### src/rtl/uart_rx_pkg.sv
package uart_rx_pkg;
    localparam int OVS_W          = 4;   // 16 ticks per bit
    localparam int TOUT_UNIT_LOG2 = 7;   // 8 bits * 16 ticks
    localparam int NUM_SRC        = 6;
    localparam int SRC_FULL = 0;
    localparam int SRC_TOUT = 1;
    localparam int SRC_FRM  = 2;
    localparam int SRC_PAR  = 3;
    localparam int SRC_BRK  = 4;
    localparam int SRC_OVF  = 5;

    typedef enum logic [2:0] {
        ST_IDLE, ST_START, ST_DATA, ST_PAR, ST_STOP, ST_DONE, ST_BRK
    } rx_state_e;
endpackage

### src/rtl/uart_rx_deser.sv
module uart_rx_deser
    import uart_rx_pkg::*;
#(
    parameter int DIV_W = 16
) (
    input  logic             clk,
    input  logic             rst_n,
    input  logic             line_i,
    input  logic [DIV_W-1:0] baud_div_i,
    input  logic [1:0]       data_bits_i,
    input  logic             parity_en_i,
    input  logic             parity_odd_i,
    output logic             tick_o,
    output logic             busy_o,
    output logic             push_o,
    output logic [7:0]       data_o,
    output logic             frm_err_o,
    output logic             par_err_o,
    output logic             brk_o
);
    typedef struct packed {
        logic [1:0]       sync;
        logic [DIV_W-1:0] div;
        rx_state_e        st;
        logic [OVS_W-1:0] sub;
        logic [2:0]       bitn;
        logic [7:0]       shreg;
        logic             par;
        logic             zero;
        logic             frm;
        logic             perr;
        logic             push;
        logic             frm_ev;
        logic             par_ev;
        logic             brk_ev;
        logic [7:0]       data;
    } deser_s;

    deser_s q, d;
    logic   line, tick;
    logic [2:0] last_bit;

    assign line     = q.sync[1];
    assign tick     = (q.div == '0);
    assign last_bit = 3'(data_bits_i) + 3'd4;

    always_comb begin
        d        = q;
        d.sync   = {q.sync[0], line_i};
        d.div    = tick ? ((baud_div_i == '0) ? '0 : baud_div_i - 1'b1) : q.div - 1'b1;
        d.push   = 1'b0;
        d.frm_ev = 1'b0;
        d.par_ev = 1'b0;
        d.brk_ev = 1'b0;
        case (q.st)
            ST_IDLE: begin
                if (tick && !line) begin
                    d.st  = ST_START;
                    d.sub = '0;
                end
            end
            ST_START: begin
                if (tick) begin
                    if (q.sub == 4'd7) begin
                        if (line) begin
                            d.st = ST_IDLE;
                        end else begin
                            d.st   = ST_DATA;
                            d.sub  = '0;
                            d.bitn = '0;
                            d.zero = 1'b1;
                            d.par  = 1'b0;
                            d.perr = 1'b0;
                        end
                    end else begin
                        d.sub = q.sub + 1'b1;
                    end
                end
            end
            ST_DATA: begin
                if (tick) begin
                    if (q.sub == 4'd15) begin
                        d.sub   = '0;
                        d.shreg = {line, q.shreg[7:1]};
                        d.par   = q.par ^ line;
                        d.zero  = q.zero & !line;
                        d.bitn  = q.bitn + 1'b1;
                        if (q.bitn == last_bit) begin
                            d.st = parity_en_i ? ST_PAR : ST_STOP;
                        end
                    end else begin
                        d.sub = q.sub + 1'b1;
                    end
                end
            end
            ST_PAR: begin
                if (tick) begin
                    if (q.sub == 4'd15) begin
                        d.sub  = '0;
                        d.perr = (q.par ^ line) != parity_odd_i;
                        d.zero = q.zero & !line;
                        d.st   = ST_STOP;
                    end else begin
                        d.sub = q.sub + 1'b1;
                    end
                end
            end
            ST_STOP: begin
                if (tick) begin
                    if (q.sub == 4'd15) begin
                        d.sub = '0;
                        if (!line && q.zero) begin
                            d.st     = ST_BRK;
                            d.brk_ev = 1'b1;
                        end else begin
                            d.frm = !line;
                            d.st  = ST_DONE;
                        end
                    end else begin
                        d.sub = q.sub + 1'b1;
                    end
                end
            end
            ST_DONE: begin
                // wait out the second half of the stop bit before pushing
                if (tick) begin
                    if (q.sub == 4'd7) begin
                        d.st     = ST_IDLE;
                        d.push   = 1'b1;
                        d.data   = q.shreg >> (2'd3 - data_bits_i);
                        d.frm_ev = q.frm;
                        d.par_ev = q.perr;
                    end else begin
                        d.sub = q.sub + 1'b1;
                    end
                end
            end
            ST_BRK: begin
                if (line) d.st = ST_IDLE;
            end
            default: d.st = ST_IDLE;
        endcase
    end

    always_ff @(posedge clk or negedge rst_n) begin
        if (!rst_n) begin
            q      <= '0;
            q.sync <= 2'b11;
            q.st   <= ST_IDLE;
        end else begin
            q <= d;
        end
    end

    assign tick_o    = tick;
    assign busy_o    = (q.st != ST_IDLE);
    assign push_o    = q.push;
    assign data_o    = q.data;
    assign frm_err_o = q.frm_ev;
    assign par_err_o = q.par_ev;
    assign brk_o     = q.brk_ev;

    // a byte is only handed over once the receiver has left the frame
    assert_push_after_stop_R2: assert property (@(posedge clk) disable iff (!rst_n)
        push_o |-> !busy_o) else $error("push while receiver busy");

    // one break event per low period
    assert_single_break_R8: assert property (@(posedge clk) disable iff (!rst_n)
        brk_o |=> (!brk_o && !push_o)) else $error("repeated break event");
endmodule

### src/rtl/uart_rx_fifo.sv
module uart_rx_fifo #(
    parameter int DEPTH = 128,
    parameter int CNT_W = $clog2(DEPTH + 1)
) (
    input  logic             clk,
    input  logic             rst_n,
    input  logic             clr_i,
    input  logic             push_i,
    input  logic [7:0]       data_i,
    input  logic             pop_i,
    output logic [7:0]       data_o,
    output logic [CNT_W-1:0] cnt_o,
    output logic             empty_o,
    output logic             ovf_o
);
    localparam int PTR_W = (DEPTH > 1) ? $clog2(DEPTH) : 1;

    typedef struct packed {
        logic [PTR_W-1:0] wr;
        logic [PTR_W-1:0] rd;
        logic [CNT_W-1:0] cnt;
        logic             ovf;
    } fifo_s;

    fifo_s q, d;
    logic [7:0] mem [DEPTH];
    logic full, empty, do_push, do_pop;

    assign full    = (q.cnt == CNT_W'(DEPTH));
    assign empty   = (q.cnt == '0);
    assign do_pop  = pop_i && !empty && !clr_i;
    assign do_push = push_i && (!full || do_pop) && !clr_i;

    always_comb begin
        d     = q;
        d.ovf = push_i && full && !do_pop && !clr_i;
        if (clr_i) begin
            d.wr  = '0;
            d.rd  = '0;
            d.cnt = '0;
        end else begin
            if (do_push) d.wr = (q.wr == PTR_W'(DEPTH - 1)) ? '0 : q.wr + 1'b1;
            if (do_pop)  d.rd = (q.rd == PTR_W'(DEPTH - 1)) ? '0 : q.rd + 1'b1;
            case ({do_push, do_pop})
                2'b10:   d.cnt = q.cnt + 1'b1;
                2'b01:   d.cnt = q.cnt - 1'b1;
                default: d.cnt = q.cnt;
            endcase
        end
    end

    always_ff @(posedge clk or negedge rst_n) begin
        if (!rst_n) q <= '0;
        else        q <= d;
    end

    always_ff @(posedge clk) begin
        if (do_push) mem[q.wr] <= data_i;
    end

    assign data_o  = mem[q.rd];
    assign cnt_o   = q.cnt;
    assign empty_o = empty;
    assign ovf_o   = q.ovf;

    assert_no_overflow_R3: assert property (@(posedge clk) disable iff (!rst_n)
        cnt_o <= CNT_W'(DEPTH)) else $error("count above depth");

    assert_drop_when_full_R3: assert property (@(posedge clk) disable iff (!rst_n)
        (push_i && cnt_o == CNT_W'(DEPTH) && !pop_i && !clr_i) |=> ($stable(cnt_o) && ovf_o))
        else $error("full push not dropped");

    assert_clear_empties_R11: assert property (@(posedge clk) disable iff (!rst_n)
        clr_i |=> (cnt_o == '0)) else $error("reset did not empty fifo");
endmodule

### src/rtl/uart_rx_irq_ctrl.sv
module uart_rx_irq_ctrl
    import uart_rx_pkg::*;
#(
    parameter int CNT_W  = 8,
    parameter int TOUT_W = 7
) (
    input  logic               clk,
    input  logic               rst_n,
    input  logic               tick_i,
    input  logic               busy_i,
    input  logic               push_i,
    input  logic               empty_i,
    input  logic [CNT_W-1:0]   cnt_i,
    input  logic [CNT_W-1:0]   full_thr_i,
    input  logic [CNT_W-1:0]   flow_thr_i,
    input  logic               flow_en_i,
    input  logic [TOUT_W-1:0]  tout_thr_i,
    input  logic               tout_en_i,
    input  logic               frm_i,
    input  logic               par_i,
    input  logic               brk_i,
    input  logic               ovf_i,
    input  logic [NUM_SRC-1:0] int_ena_i,
    input  logic [NUM_SRC-1:0] int_clr_i,
    output logic [NUM_SRC-1:0] int_raw_o,
    output logic [NUM_SRC-1:0] int_st_o,
    output logic               irq_o,
    output logic               rts_o
);
    localparam int TC_W = TOUT_W + TOUT_UNIT_LOG2;

    typedef struct packed {
        logic [NUM_SRC-1:0] raw;
        logic [TC_W-1:0]    tcnt;
        logic               fired;
    } ctrl_s;

    ctrl_s q, d;
    logic [NUM_SRC-1:0] set;
    logic [TC_W-1:0]    target;
    logic               fire;

    assign target = {tout_thr_i, {TOUT_UNIT_LOG2{1'b0}}};

    always_comb begin
        d    = q;
        fire = 1'b0;
        if (push_i || empty_i) begin
            d.tcnt  = '0;
            d.fired = 1'b0;
        end else if (tick_i && !busy_i && !q.fired && tout_thr_i != '0) begin
            d.tcnt = q.tcnt + TC_W'(1);
            if (q.tcnt + TC_W'(1) == target) begin
                fire    = 1'b1;
                d.fired = 1'b1;
            end
        end
        set           = '0;
        set[SRC_FULL] = (full_thr_i != '0) && (cnt_i >= full_thr_i);
        set[SRC_TOUT] = fire && tout_en_i;
        set[SRC_FRM]  = frm_i;
        set[SRC_PAR]  = par_i;
        set[SRC_BRK]  = brk_i;
        set[SRC_OVF]  = ovf_i;
        d.raw = (q.raw & ~int_clr_i) | set;
    end

    always_ff @(posedge clk or negedge rst_n) begin
        if (!rst_n) q <= '0;
        else        q <= d;
    end

    assign int_raw_o = q.raw;
    assign int_st_o  = q.raw & int_ena_i;
    assign irq_o     = |int_st_o;
    assign rts_o     = !(flow_en_i && (cnt_i >= flow_thr_i));

    assert_tout_gated_R5: assert property (@(posedge clk) disable iff (!rst_n)
        $rose(int_raw_o[SRC_TOUT]) |-> ($past(tout_en_i) && !$past(empty_i)))
        else $error("timeout without enable or data");

    assert_clear_frame_R9: assert property (@(posedge clk) disable iff (!rst_n)
        (int_clr_i[SRC_FRM] && !frm_i) |=> !int_raw_o[SRC_FRM])
        else $error("frame status not cleared");
endmodule

### src/rtl/uart_rx_irq.sv
module uart_rx_irq
    import uart_rx_pkg::*;
#(
    parameter int DEPTH  = 128,
    parameter int DIV_W  = 16,
    parameter int TOUT_W = 7,
    localparam int CNT_W = $clog2(DEPTH + 1)
) (
    input  logic               clk,
    input  logic               rst_n,
    input  logic               rxd_i,
    input  logic               loopback_i,
    input  logic               lb_txd_i,
    input  logic [DIV_W-1:0]   baud_div_i,
    input  logic [1:0]         data_bits_i,
    input  logic               parity_en_i,
    input  logic               parity_odd_i,
    input  logic               fifo_rst_i,
    input  logic               rd_en_i,
    output logic [7:0]         rd_data_o,
    output logic [CNT_W-1:0]   fifo_cnt_o,
    input  logic [CNT_W-1:0]   full_thr_i,
    input  logic               flow_en_i,
    input  logic [CNT_W-1:0]   flow_thr_i,
    input  logic               tout_en_i,
    input  logic [TOUT_W-1:0]  tout_thr_i,
    input  logic [NUM_SRC-1:0] int_ena_i,
    input  logic [NUM_SRC-1:0] int_clr_i,
    output logic [NUM_SRC-1:0] int_raw_o,
    output logic [NUM_SRC-1:0] int_st_o,
    output logic               irq_o,
    output logic               rts_o
);
    logic       line, tick, busy, push, frm, par, brk, ovf, empty;
    logic [7:0] rx_byte;

    assign line = loopback_i ? lb_txd_i : rxd_i;

    uart_rx_deser #(.DIV_W(DIV_W)) u_deser (
        .clk(clk), .rst_n(rst_n), .line_i(line), .baud_div_i(baud_div_i),
        .data_bits_i(data_bits_i), .parity_en_i(parity_en_i), .parity_odd_i(parity_odd_i),
        .tick_o(tick), .busy_o(busy), .push_o(push), .data_o(rx_byte),
        .frm_err_o(frm), .par_err_o(par), .brk_o(brk)
    );

    uart_rx_fifo #(.DEPTH(DEPTH), .CNT_W(CNT_W)) u_fifo (
        .clk(clk), .rst_n(rst_n), .clr_i(fifo_rst_i), .push_i(push), .data_i(rx_byte),
        .pop_i(rd_en_i), .data_o(rd_data_o), .cnt_o(fifo_cnt_o), .empty_o(empty), .ovf_o(ovf)
    );

    uart_rx_irq_ctrl #(.CNT_W(CNT_W), .TOUT_W(TOUT_W)) u_ctrl (
        .clk(clk), .rst_n(rst_n), .tick_i(tick), .busy_i(busy), .push_i(push),
        .empty_i(empty), .cnt_i(fifo_cnt_o), .full_thr_i(full_thr_i), .flow_thr_i(flow_thr_i),
        .flow_en_i(flow_en_i), .tout_thr_i(tout_thr_i), .tout_en_i(tout_en_i),
        .frm_i(frm), .par_i(par), .brk_i(brk), .ovf_i(ovf), .int_ena_i(int_ena_i),
        .int_clr_i(int_clr_i), .int_raw_o(int_raw_o), .int_st_o(int_st_o),
        .irq_o(irq_o), .rts_o(rts_o)
    );
endmodule

### config.mk
export PLATFORM = sky130hd
export DESIGN_NAME = uart_rx_irq
export DESIGN_NICKNAME = d
export VERILOG_FILES = /design/src/rtl/uart_rx_pkg.sv /design/src/rtl/uart_rx_deser.sv /design/src/rtl/uart_rx_fifo.sv /design/src/rtl/uart_rx_irq_ctrl.sv /design/src/rtl/uart_rx_irq.sv
export SDC_FILE = /design/constraint.sdc
export NUM_CORES = 1
export LEC_CHECK = 0
export BUFFER_PORTS_ARGS = -buffer_cell sky130_fd_sc_hd__buf_2
export CELL_PAD_IN_SITES_DETAIL_PLACEMENT = 0
export CELL_PAD_IN_SITES_GLOBAL_PLACEMENT = 1
export CORE_ASPECT_RATIO = 1.25
export CORE_MARGIN = 8
export CORE_UTILIZATION = 61
export CTS_BUF_LIST = sky130_fd_sc_hd__clkbuf_2
export CTS_CLUSTER_SIZE = 28
export DETAILED_ROUTE_END_ITERATION = 16
export PLACE_DENSITY = 0.85
export SLEW_MARGIN = 10
export SYNTH_ARGS = -nofsm -noshare
export SYNTH_HDL_FRONTEND = slang
export SYNTH_SLANG_ARGS = --single-unit
### constraint.sdc
create_clock -name clk -period 4.2 [get_ports clk]
set_clock_uncertainty 0.05 [all_clocks]
set_input_delay 0 -clock clk [delete_from_list [all_inputs] [get_ports clk]]
set_output_delay 0 -clock clk [all_outputs]
set_load 0.005 [all_outputs]
### Word-level counts from Yosys, hierarchy flattened

Memories as Yosys holds them, arrays and structs flattened.
Cells that the tools add are included.

| word-level totals | value |
|---|---|
| bits in registers | 96 |
| RAM bits | 1024 |
| output and inout port bits | 30 |
| word-level logic and storage cells | 189 |
| memories | 1 |

| cells by class | value |
|---|---|
| add/subtract/negate cells | 11 |
| order comparisons | 2 |
| eq/ne operators | 32 |
| shift-type cells | 1 |
| multiplexer cells | 62 |
| bitwise gates (word level) | 7 |
| reduce and logical (&&, ||, !) cells | 51 |

Memories:

| name | depth | bits a word | read ports | clocked after memory_dff | wr ports | line | RTL |
|---|---|---|---|---|---|---|---|
| u_fifo.mem | 128 | 8 | 1 | 0 | 1 | uart_rx_fifo.sv:26 | `logic [7:0] mem [DEPTH];` |

Operators with widths:

| operator | count |
|---|---|
| 7-bit two-way mux | 9 |
| 3-bit two-way mux | 12 |
| 16-bit zero test | 2 |
| 16-bit two-way mux | 2 |
| 16-bit by 1-bit subtractor with 16-bit output (second input constant) | 2 |
| 15-bit two-way mux | 2 |
| 2-bit by 1-bit inequality test with 1-bit output (second input constant) | 13 |
| 4-bit one-hot mux with 6 select lines | 1 |
| 22-bit two-way mux | 1 |
| 3-bit one-hot mux with 7 select lines | 1 |
| 20-bit two-way mux | 1 |
| 1-bit two-way mux | 18 |
| 8-bit >= comparator | 2 |
| 8-bit one-hot mux with 2 select lines | 1 |
| 1-bit logical AND | 15 |
| 14-bit by 1-bit adder with 14-bit output (second input constant) | 1 |
| 7-bit by 1-bit adder with 7-bit output (second input constant) | 2 |
| 14-bit equality test | 1 |
| 7-bit equality test (second input constant) | 2 |
| 13-bit two-way mux | 1 |
| 13-bit AND reduction | 1 |
| 6-bit bitwise AND | 2 |
| 4-bit two-way mux | 3 |
| 6-bit AND reduction | 2 |
| 44 further kinds | 69 |

### Logic depth before layout (Yosys ltp)

Gate-level depths: netlist of the first run.

| logic depth | value |
|---|---|
| word-level depth | 10 |
| mapped depth | 11 |

### Modules after synthesis

Synthesis of the first run repeated with hierarchy kept, for this count alone.

| second synthesis, totals | value |
|---|---|
| cell total of the unflattened synthesis | 2633 |
| area total of the unflattened synthesis | 46118.0 sq um |

Modules (own cells, without submodules):

| module | instances | cells each | area an instance (sq um) |
|---|---|---|---|
| uart_rx_fifo | 1 | 2080 | 41033.1 |
| uart_rx_deser | 1 | 336 | 3216.8 |
| uart_rx_irq_ctrl | 1 | 216 | 1853.0 |
| uart_rx_irq | 1 | 1 | 15.0 |

### Worst setup path before layout of the first run

Ideal clock, no wire load.

| timing | value |
|---|---|
| path kind | register -> register |
| start | register u_fifo.q, in the netlist u_fifo.cnt_o[2] |
| end | register u_fifo.q, in the netlist u_fifo.cnt_o[7] |
| arrival time | 2.687 ns |
| path slack | 1.385 ns |
| cell stages (with the launch flop) | 12 |
| path buffers | 1 |
| clock period less this slack | 2.815 ns |
| cells stage by stage | dfrtp_1 clkbuf_1 nor4_2 a31o_2 inv_1 ha_1 and3_1 o211ai_1 a31oi_1 xor2_1 or3_1 a21oi_1 |

| on the way | value |
|---|---|
| word-level cells in the longest chain between the ends | 10 |
| elaborated cells between the ends (all ways) | 16 |
| classes of those cells | 2 x add/sub; 3 x eq/ne; 2 x mux; 9 x reduce/logical |

RTL lines:

| element | line | RTL |
|---|---|---|
| start: declaration | uart_rx_fifo.sv:25 | `fifo_s q, d;` |
| start signal: assignment | uart_rx_fifo.sv:53 | `if (!rst_n) q <= '0;` |
| start signal: assignment | uart_rx_fifo.sv:54 | `else q <= d;` |
| 8-bit zero test | uart_rx_fifo.sv:30 | `assign empty = (q.cnt == '0);` |
| 1-bit zero test | uart_rx_fifo.sv:31 | `assign do_pop = pop_i && !empty && !clr_i;` |
| 1-bit logical AND (2 in a row) | uart_rx_fifo.sv:31 |  |
| 1-bit logical OR | uart_rx_fifo.sv:32 | `assign do_push = push_i && (!full \|\| do_pop) && !clr_i;` |
| 1-bit logical AND (2 in a row) | uart_rx_fifo.sv:32 |  |
| 2-bit by 1-bit equality test with 1-bit output or 2-bit equality test (tied branches) | uart_rx_fifo.sv:44 | `case ({do_push, do_pop})` |
| 8-bit one-hot mux with 2 select lines | uart_rx_fifo.sv:44 |  |
| 22-bit two-way mux | uart_rx_fifo.sv:37 | `if (clr_i) begin` |

Several ways; a longest one is shown, not always the timed one.
A chain may end at the register's enable or synchronous reset.

### Final worst setup path of the first run

| timing | value |
|---|---|
| start | register u_fifo.q[9] in the netlist's numbering |
| end | output port rd_data_o[0] |

| on the way | value |
|---|---|
| word-level cells in the longest chain between the ends | 1 |

RTL lines:

| element | line | RTL |
|---|---|---|
| memory 128 x 8 bit | n/a |  |
| end: declaration | uart_rx_irq.sv:20 | `output logic [7:0] rd_data_o,` |

Every way passes these cells.

==> metrics.txt, run 1 <==
die width=between 200 and 300 um; Crit Path Category=flip-flop to output pin; Pwr per Cell Area=roughly 360 mW/mm2; Area Overhead vs Synth=14.7%; CTS tree=built; Hold Path Class=input pin to flip-flop; via count=26.5k; Seq pwr share=about 64%; crit path launch=u_fifo.q[9]; WP buf/inv=4; DP Worst Slack=about 0.76 ns; worst vdd ir=~0.3 mV; syn avg cell area=around 17 um2; routability cong.=roughly 0.86; Setup violations, final=3; Reg area=between 0.03 and 0.04 mm2; core area=0.0744 mm2; Final #Nets=3,174; Remaining DRCs=0; Critical Path AT=about 4.2 ns; Detailed Route WL=approximately 110 mm; failing checks=negative setup slack; DRT Pass-1 Iters=6; DR vias/cell=6.25; Clock Tree Root=clkbuf_2; clock share of power=34.5%; final hold vios=0; Worst-path clk slew=~0.11 ns; Stages on worst setup path=10; effective utilization at floorplan=approximately 61%; die height=around 320 um; fraction of synthesis flops using an asynchronous set or reset pin=approximately 8.6%; CTS Buffer Depth=3; Cell Int Power=approximately 0.015 W; CTS H-tree depth=4; Routed Antenna Nets=0; Synth Net Count=roughly 2.7k; status=finished with violations; vias in the first global route=between 20k and 30k; most common cell after layout, fill and taps aside=edfxtp_1; Critical Path, Cell by Cell=buf_12 > buf_12 > buf_16 > mux4_2 > a22o_1 > a221oi_2 > o22ai_1 > nor3_2 > nand3_2 > buf_2; RR Endpoint=u_ctrl.int_raw_o[1]; Worst R2R Path Depth=10; Rel. slew slack=29.1%; Slowest-stage cell, CP=dfrtp_4; Pleak=between 15 and 20 nW; Critical Path Sink=rd_data_o[0]; Synth Register Bits=around 1.1k; post-synthesis sequential area ratio=about 73%; Worst EP required=approximately 4.2 ns; layout cells sized above 1=28.5%; top-level port count=between 90 and 100; CP max stage delay=~0.52 ns; CTS Buf Count=roughly 240; YS warnings=0; sw frac=between 20% and 30%; Max Fclk=233 MHz; Max Transition Viols Final=0; initial antenna violation count=2; Period minus WS final=roughly 4.3 ns; Rows=between 100 and 150; setup ws final=-0.0950 ns; drt initial violations=2,930; mapped cell area=roughly 0.046 mm2; Synth Flop Type=edfxtp_1; hold_ws=roughly 0.17 ns; crit path capture type=output pin; CP top delay family=compound AO/OA/AOI/OAI gates; GRT Residual Overflow=0; Num Clock Sinks=around 1.1k; Syn Inst Count=approximately 2.6k; first-pass GRT wire length=between 150 and 200 mm; Worst Tran Pin Value=1.06 ns; commonest non-fill, non-tap cells in the layout=edfxtp_1 (1,024), clkbuf_2 (340), nor2_1 (197); Setup crit start kind=flip-flop; gr usage total=between 20% and 30%; synth unique cells=between 70 and 80; critical path's most frequent cell=buf_12; EDFF count, synth=slightly above 1k; Multi-input gate area=approximately 0.012 mm2; Tcrit/Tclk final=102%; Worst-Skew Late Latency=about 1.5 ns; Final HPWL DP=around 64 mm; largest net degree at the start of global routing=81; R2R Setup Slk=a little under 0.3 ns; post-DR wirelength/cell=between 20 and 30 um; Switch Pwr=~0.0042 W; # Max-Cap Violations=0; FILL cells=roughly 4.7k; Gate power share=under 10%; Die Footprint=~0.084 mm2; Crit Path Max Fanout=8; unrepaired setup endpoints after global routing=true; worst r2r src=u_ctrl.q[1]; port bufs=93
==> cells by family after synthesis <==
group | count (synthesis) | share of synthesized area, %
fa+ha+maj | 27 | 0.740
buf+inv | 199 | 1.85
mux | 328 | 12.5
compound gates | 383 | 5.85
simple gates | 494 | 5.21
xor+xnor | 59 | 1.13
flops | 1120 | 72.7
==> state kept, by name, indices dropped and copies added (netlist names), 6 cells and up <==
signal	flops
u_fifo.q	14
u_fifo.cnt_o	8
u_ctrl.q	15
u_deser.q	38
u_deser.data_o	8
u_ctrl.int_raw_o	6
u_fifo.mem	1024
==> how the worst min path moves through the flow <==
stage                           to     from  slack, ns  depth (start not counted)
3_5_place_dp         u_deser.q[47]    rst_n       0.14                          1
3_3_place_gp         u_deser.q[46]    rst_n       0.13                          1
4_1_cts               u_fifo.q[10]  rd_en_i       0.04                          7
2_1_floorplan  u_ctrl.int_raw_o[0]    rst_n      -0.35                          0
6_report              u_fifo.q[10]  rd_en_i       0.17                          6
5_1_grt               u_fifo.q[10]  rd_en_i       0.16                          7
==> final cells by class <==
class	count	share of cell area [%]
diodes	7	0.0335
clock buffers	340	3.25
clock inverters	89	0.947
inverters	42	0.301
multi-input cells	1292	23.0
flip-flops and latches	1120	63.4
well taps	969	2.32
repair buffers	388	6.74
==> stage by stage <==
| step | cells | power [W] | utilization, % | TNS [ns] | cell area, um2 |
|---|---|---|---|---|---|
| after floorplan | 2610 | 0.0124 | - | 0 | 45600 |
| after global placement | 3638 | 0.0125 | 64.1 | 0 | 47700 |
| after detailed placement | 3638 | 0.0125 | 64.1 | 0 | 47700 |
| after CTS | 4231 | 0.0189 | 70.0 | -0.706 | 52100 |
| after global routing | 4244 | 0.0195 | 70.3 | -0.910 | 52300 |
| final | 4247 | 0.0188 | 70.3 | -0.123 | 52300 |
==> metal layers <==
layer  track usage, %  vias up  part of all wire, %
li1                 -    11600                    -
met1             32.4    13400                   37
met2             44.3     1269                   52
met3             5.36      256                  7.1
met4             11.2        0                  4.1
met5                0        -                    0
==> worst min-delay path, cell delays in order <==
cell	delay (ns)
dlygate4sd3_1	0.51
buf_2	0.10
dlygate4sd3_1	0.59
o21ai_0	0.28
nand2_1	0.14
a21oi_1	0.06
==> Yosys cell counts, types with 30 or more instances <==
master	number	area share, %
dfrtp_1	94	5.2
inv_1	42	0.35
a22oi_1	80	1.3
mux4_2	192	9.5
mux2i_1	107	2.3
a221oi_1	32	0.61
xnor2_1	32	0.61
o21ai_0	46	0.50
edfxtp_1	1024	67
nor2_1	199	1.6
buf_2	30	0.33
nor3_1	34	0.37
nand2_1	88	0.72
nand3_1	36	0.39
a21oi_1	78	0.86
nor2b_1	35	0.48
clkbuf_1	97	0.80
==> power by group through the flow <==
stage	Combinational [W]	Clock (W)	Sequential, W
3_5_place_dp	0.000211	0	0.0123
6_report	0.000318	0.00650	0.0120
2_1_floorplan	0.000158	0	0.0122
5_1_grt	0.000347	0.00717	0.0120
4_1_cts	0.000308	0.00662	0.0120
3_3_place_gp	0.000205	0	0.0123
==> timing repair <==
action / in CTS / in global routing
cloned: 10 / 1
setup endpoints to repair: 8 / 8
gates resized for setup: 68 / 31
hold endpoints to repair: 985 / 0
pin swaps: 21 / 12
hold buffers: 137 / 0
setup buffers: 17 / 8
Power figures use the tool's default switching activity.
==> run 2: changes to the inputs <==
==> constraint.sdc (replaced) <==
create_clock -name clk -period 4.2 [get_ports clk]
set_clock_uncertainty 0.05 [all_clocks]
set_input_delay 0.42 -clock clk [delete_from_list [all_inputs] [get_ports clk]]
set_output_delay 0.42 -clock clk [all_outputs]
set_load 0.005 [all_outputs]
==> metrics.txt, run 2 (synthesis gave the netlist of run 1 again) <==
Max Transition Viols Final=0 (unchanged); CTS tree=built; Largest register FFs=1,024 (unchanged); final instance area=0.0522 mm2 (-0.22%); CP max stage delay=0.50 ns (-0.02 ns); Clock Tree Root=clkbuf_2; top-level port count=94 (unchanged); Worst-Skew Late Latency=1.48 ns (about the same); via count=26.7k (+0.60%); Detailed Route WL=112 mm (+2.9%); Worst EP required=3.73 ns (-0.42 ns); Slowest-stage cell, CP=mux4_2; die width=261 um (unchanged); most common cell after layout, fill and taps aside=edfxtp_1; Crit Path Max Fanout=8 (unchanged); crit path capture type=output pin; failing checks=negative setup slack; drt initial violations=2,879 (-1.7%); layout cells sized above 1=29.6% (+1.1 points); initial antenna violation count=2 (unchanged); effective utilization at floorplan=61.3% (unchanged); WL met2=57.4 mm (+2.0%); placed cell areas=0.0476 mm2 (-0.26%); CTS Buffer Depth=3 (unchanged); GRT Residual Overflow=0 (unchanged); Routed Antenna Nets=0 (unchanged); # Max-Cap Violations=0 (unchanged); Setup violations, final=8 (+5); Final TNS setup=-3.02 ns (-2.90 ns); Final HPWL DP=65.5 mm (+2.5%); Tcrit/Tclk final=110% (+8.1 points); CTS Buf Count=237 (-0.84%); status=finished with violations; worst vdd ir=0.276 mV (-7.1%); Final #Nets=3,131 (-1.4%); met3 WL=9.09 mm (+17%); Worst Tran Pin Value=1.20 ns (+0.138 ns); Worst-path clk slew=0.12 ns (about the same); Die Footprint=0.0839 mm2 (unchanged); Setup crit start kind=flip-flop; DRT Pass-1 Iters=6 (unchanged); Largest regs=u_fifo.mem x1024, u_deser.q x38, u_ctrl.q x15; core area=0.0744 mm2 (unchanged); Hold Path Class=input pin to flip-flop; Pwr per Cell Area=360 mW/mm2 (-0.10%); setup ws final=-0.434 ns (-0.339 ns); Top reg by flops=u_fifo.mem; post-DR wirelength/cell=26.6 um (+3.9%); Num Clock Sinks=1,120 (unchanged); commonest non-fill, non-tap cells in the layout=edfxtp_1 (1,024), clkbuf_2 (342), nor2_1 (197); met1 wire length=41.0 mm (+1.7%); Rel. slew slack=20.1% (-9.0 points); Critical Path, Cell by Cell=buf_12 > buf_16 > buf_4 > mux4_2 > a22o_1 > a221oi_2 > o22ai_2 > nor3_4 > nand3_2 > buf_2; Remaining DRCs=0 (unchanged); final hold vios=0 (unchanged); routability cong.=0.848 (-1.8%); Crit Path Category=flip-flop to output pin; Period minus WS final=4.63 ns (+0.339 ns); first-pass GRT wire length=169 mm (+3.5%); unrepaired setup endpoints after global routing=true; Max Fclk=216 MHz (-7.3%); vias in the first global route=27.7k (+1.4%); gr usage total=27.0% (+0.98 points); Critical Path AT=4.16 ns (-0.08 ns); top sig layer=met4; DR vias/cell=6.34 (+1.5%); CTS H-tree depth=4 (unchanged); Rows=112 (unchanged); port bufs=93 (unchanged); largest net degree at the start of global routing=101 (+25%); Area Overhead vs Synth=14.4%; die height=322 um (unchanged); Pleak=15.2 nW (-0.62%)
## run 2: cell count changes in the layout (fill, tap and decap cells not counted), sizes merged
cell	delta
inv	+3
dlygate4sd3	-30
bufbuf	-1
nor2b	-1
buf	-10
bufinv	-2
clkbuf	+3
## run 2: area by class of cell
cell class	instances	area (um2)
sequential	1120	33200
fill	4641	22200
multi-input combinational	1291	12200
timing repair buffer	348	3310
clock buffer	342	1710
tap	969	1210
clock inverter	90	449
inverter	42	158
antenna	7	17.5
## run 2: path summary, 6_finish.rpt
path	start	end	slack, ns	depth (start not counted)
worst max-delay path	u_fifo.q[9]	rd_data_o[7]	-0.43	10
worst min-delay path	data_bits_i[0]	u_deser.data_o[0]	0.15	5
worst max register to register	u_fifo.cnt_o[3]	u_fifo.mem[90][0]	0.15	6
worst min register to register	u_deser.d[51]	u_deser.line	0.31	0
max in group asynchronous	rst_n	u_deser.push_o	3.06	5
min in group asynchronous	rst_n	u_deser.q[36]	0.63	5
## run 2: metal layers
layer | up-vias | GRT usage, %
met5 | - | 0
met4 | 0 | 11.6
met3 | 256 | 5.57
met2 | 1386 | 45.7
met1 | 13500 | 33.9
li1 | 11500 | -
## run 2: worst max-delay path: cells and delay by family, from the launching register on
kind / cells / cell delay (ns)
compound gates: 3 / 0.64
buf+inv: 4 / 0.64
flops: 1 / 0.45
mux: 1 / 0.50
simple gates: 2 / 0.45
## run 2: where the power goes
part	internal, W	switching (W)	total, W	leakage, nW
Sequential	0.0120	0.0000402	0.0120	8.47
Clock	0.00239	0.00406	0.00646	1.65
Combinational	0.000152	0.000144	0.000296	5.09
Total	0.0145	0.00425	0.0188	15.2
## run 2: what timing repair did
action	4_1_cts	5_1_grt
pin swaps	33	13
hold buffers	107	0
cloned	11	1
endpoints found under the setup margin	8	9
gates resized for setup	117	12
endpoints found under the hold margin	188	0
buffers inserted	25	9
## run 2: metrics by stage
stage | util [%] | cells | worst slack [ns] | hold WS [ns] | power [W]
2_1_floorplan | - | 2610 | 1.39 | 0.0744 | 0.0124
3_3_place_gp | 63.9 | 3617 | 0.327 | 0.304 | 0.0125
3_5_place_dp | 63.9 | 3617 | 0.319 | 0.303 | 0.0125
4_1_cts | 69.9 | 4192 | -0.477 | 0.00493 | 0.0189
5_1_grt | 70.2 | 4208 | -0.611 | 0.0374 | 0.0195
6_report | 70.2 | 4209 | -0.434 | 0.151 | 0.0188
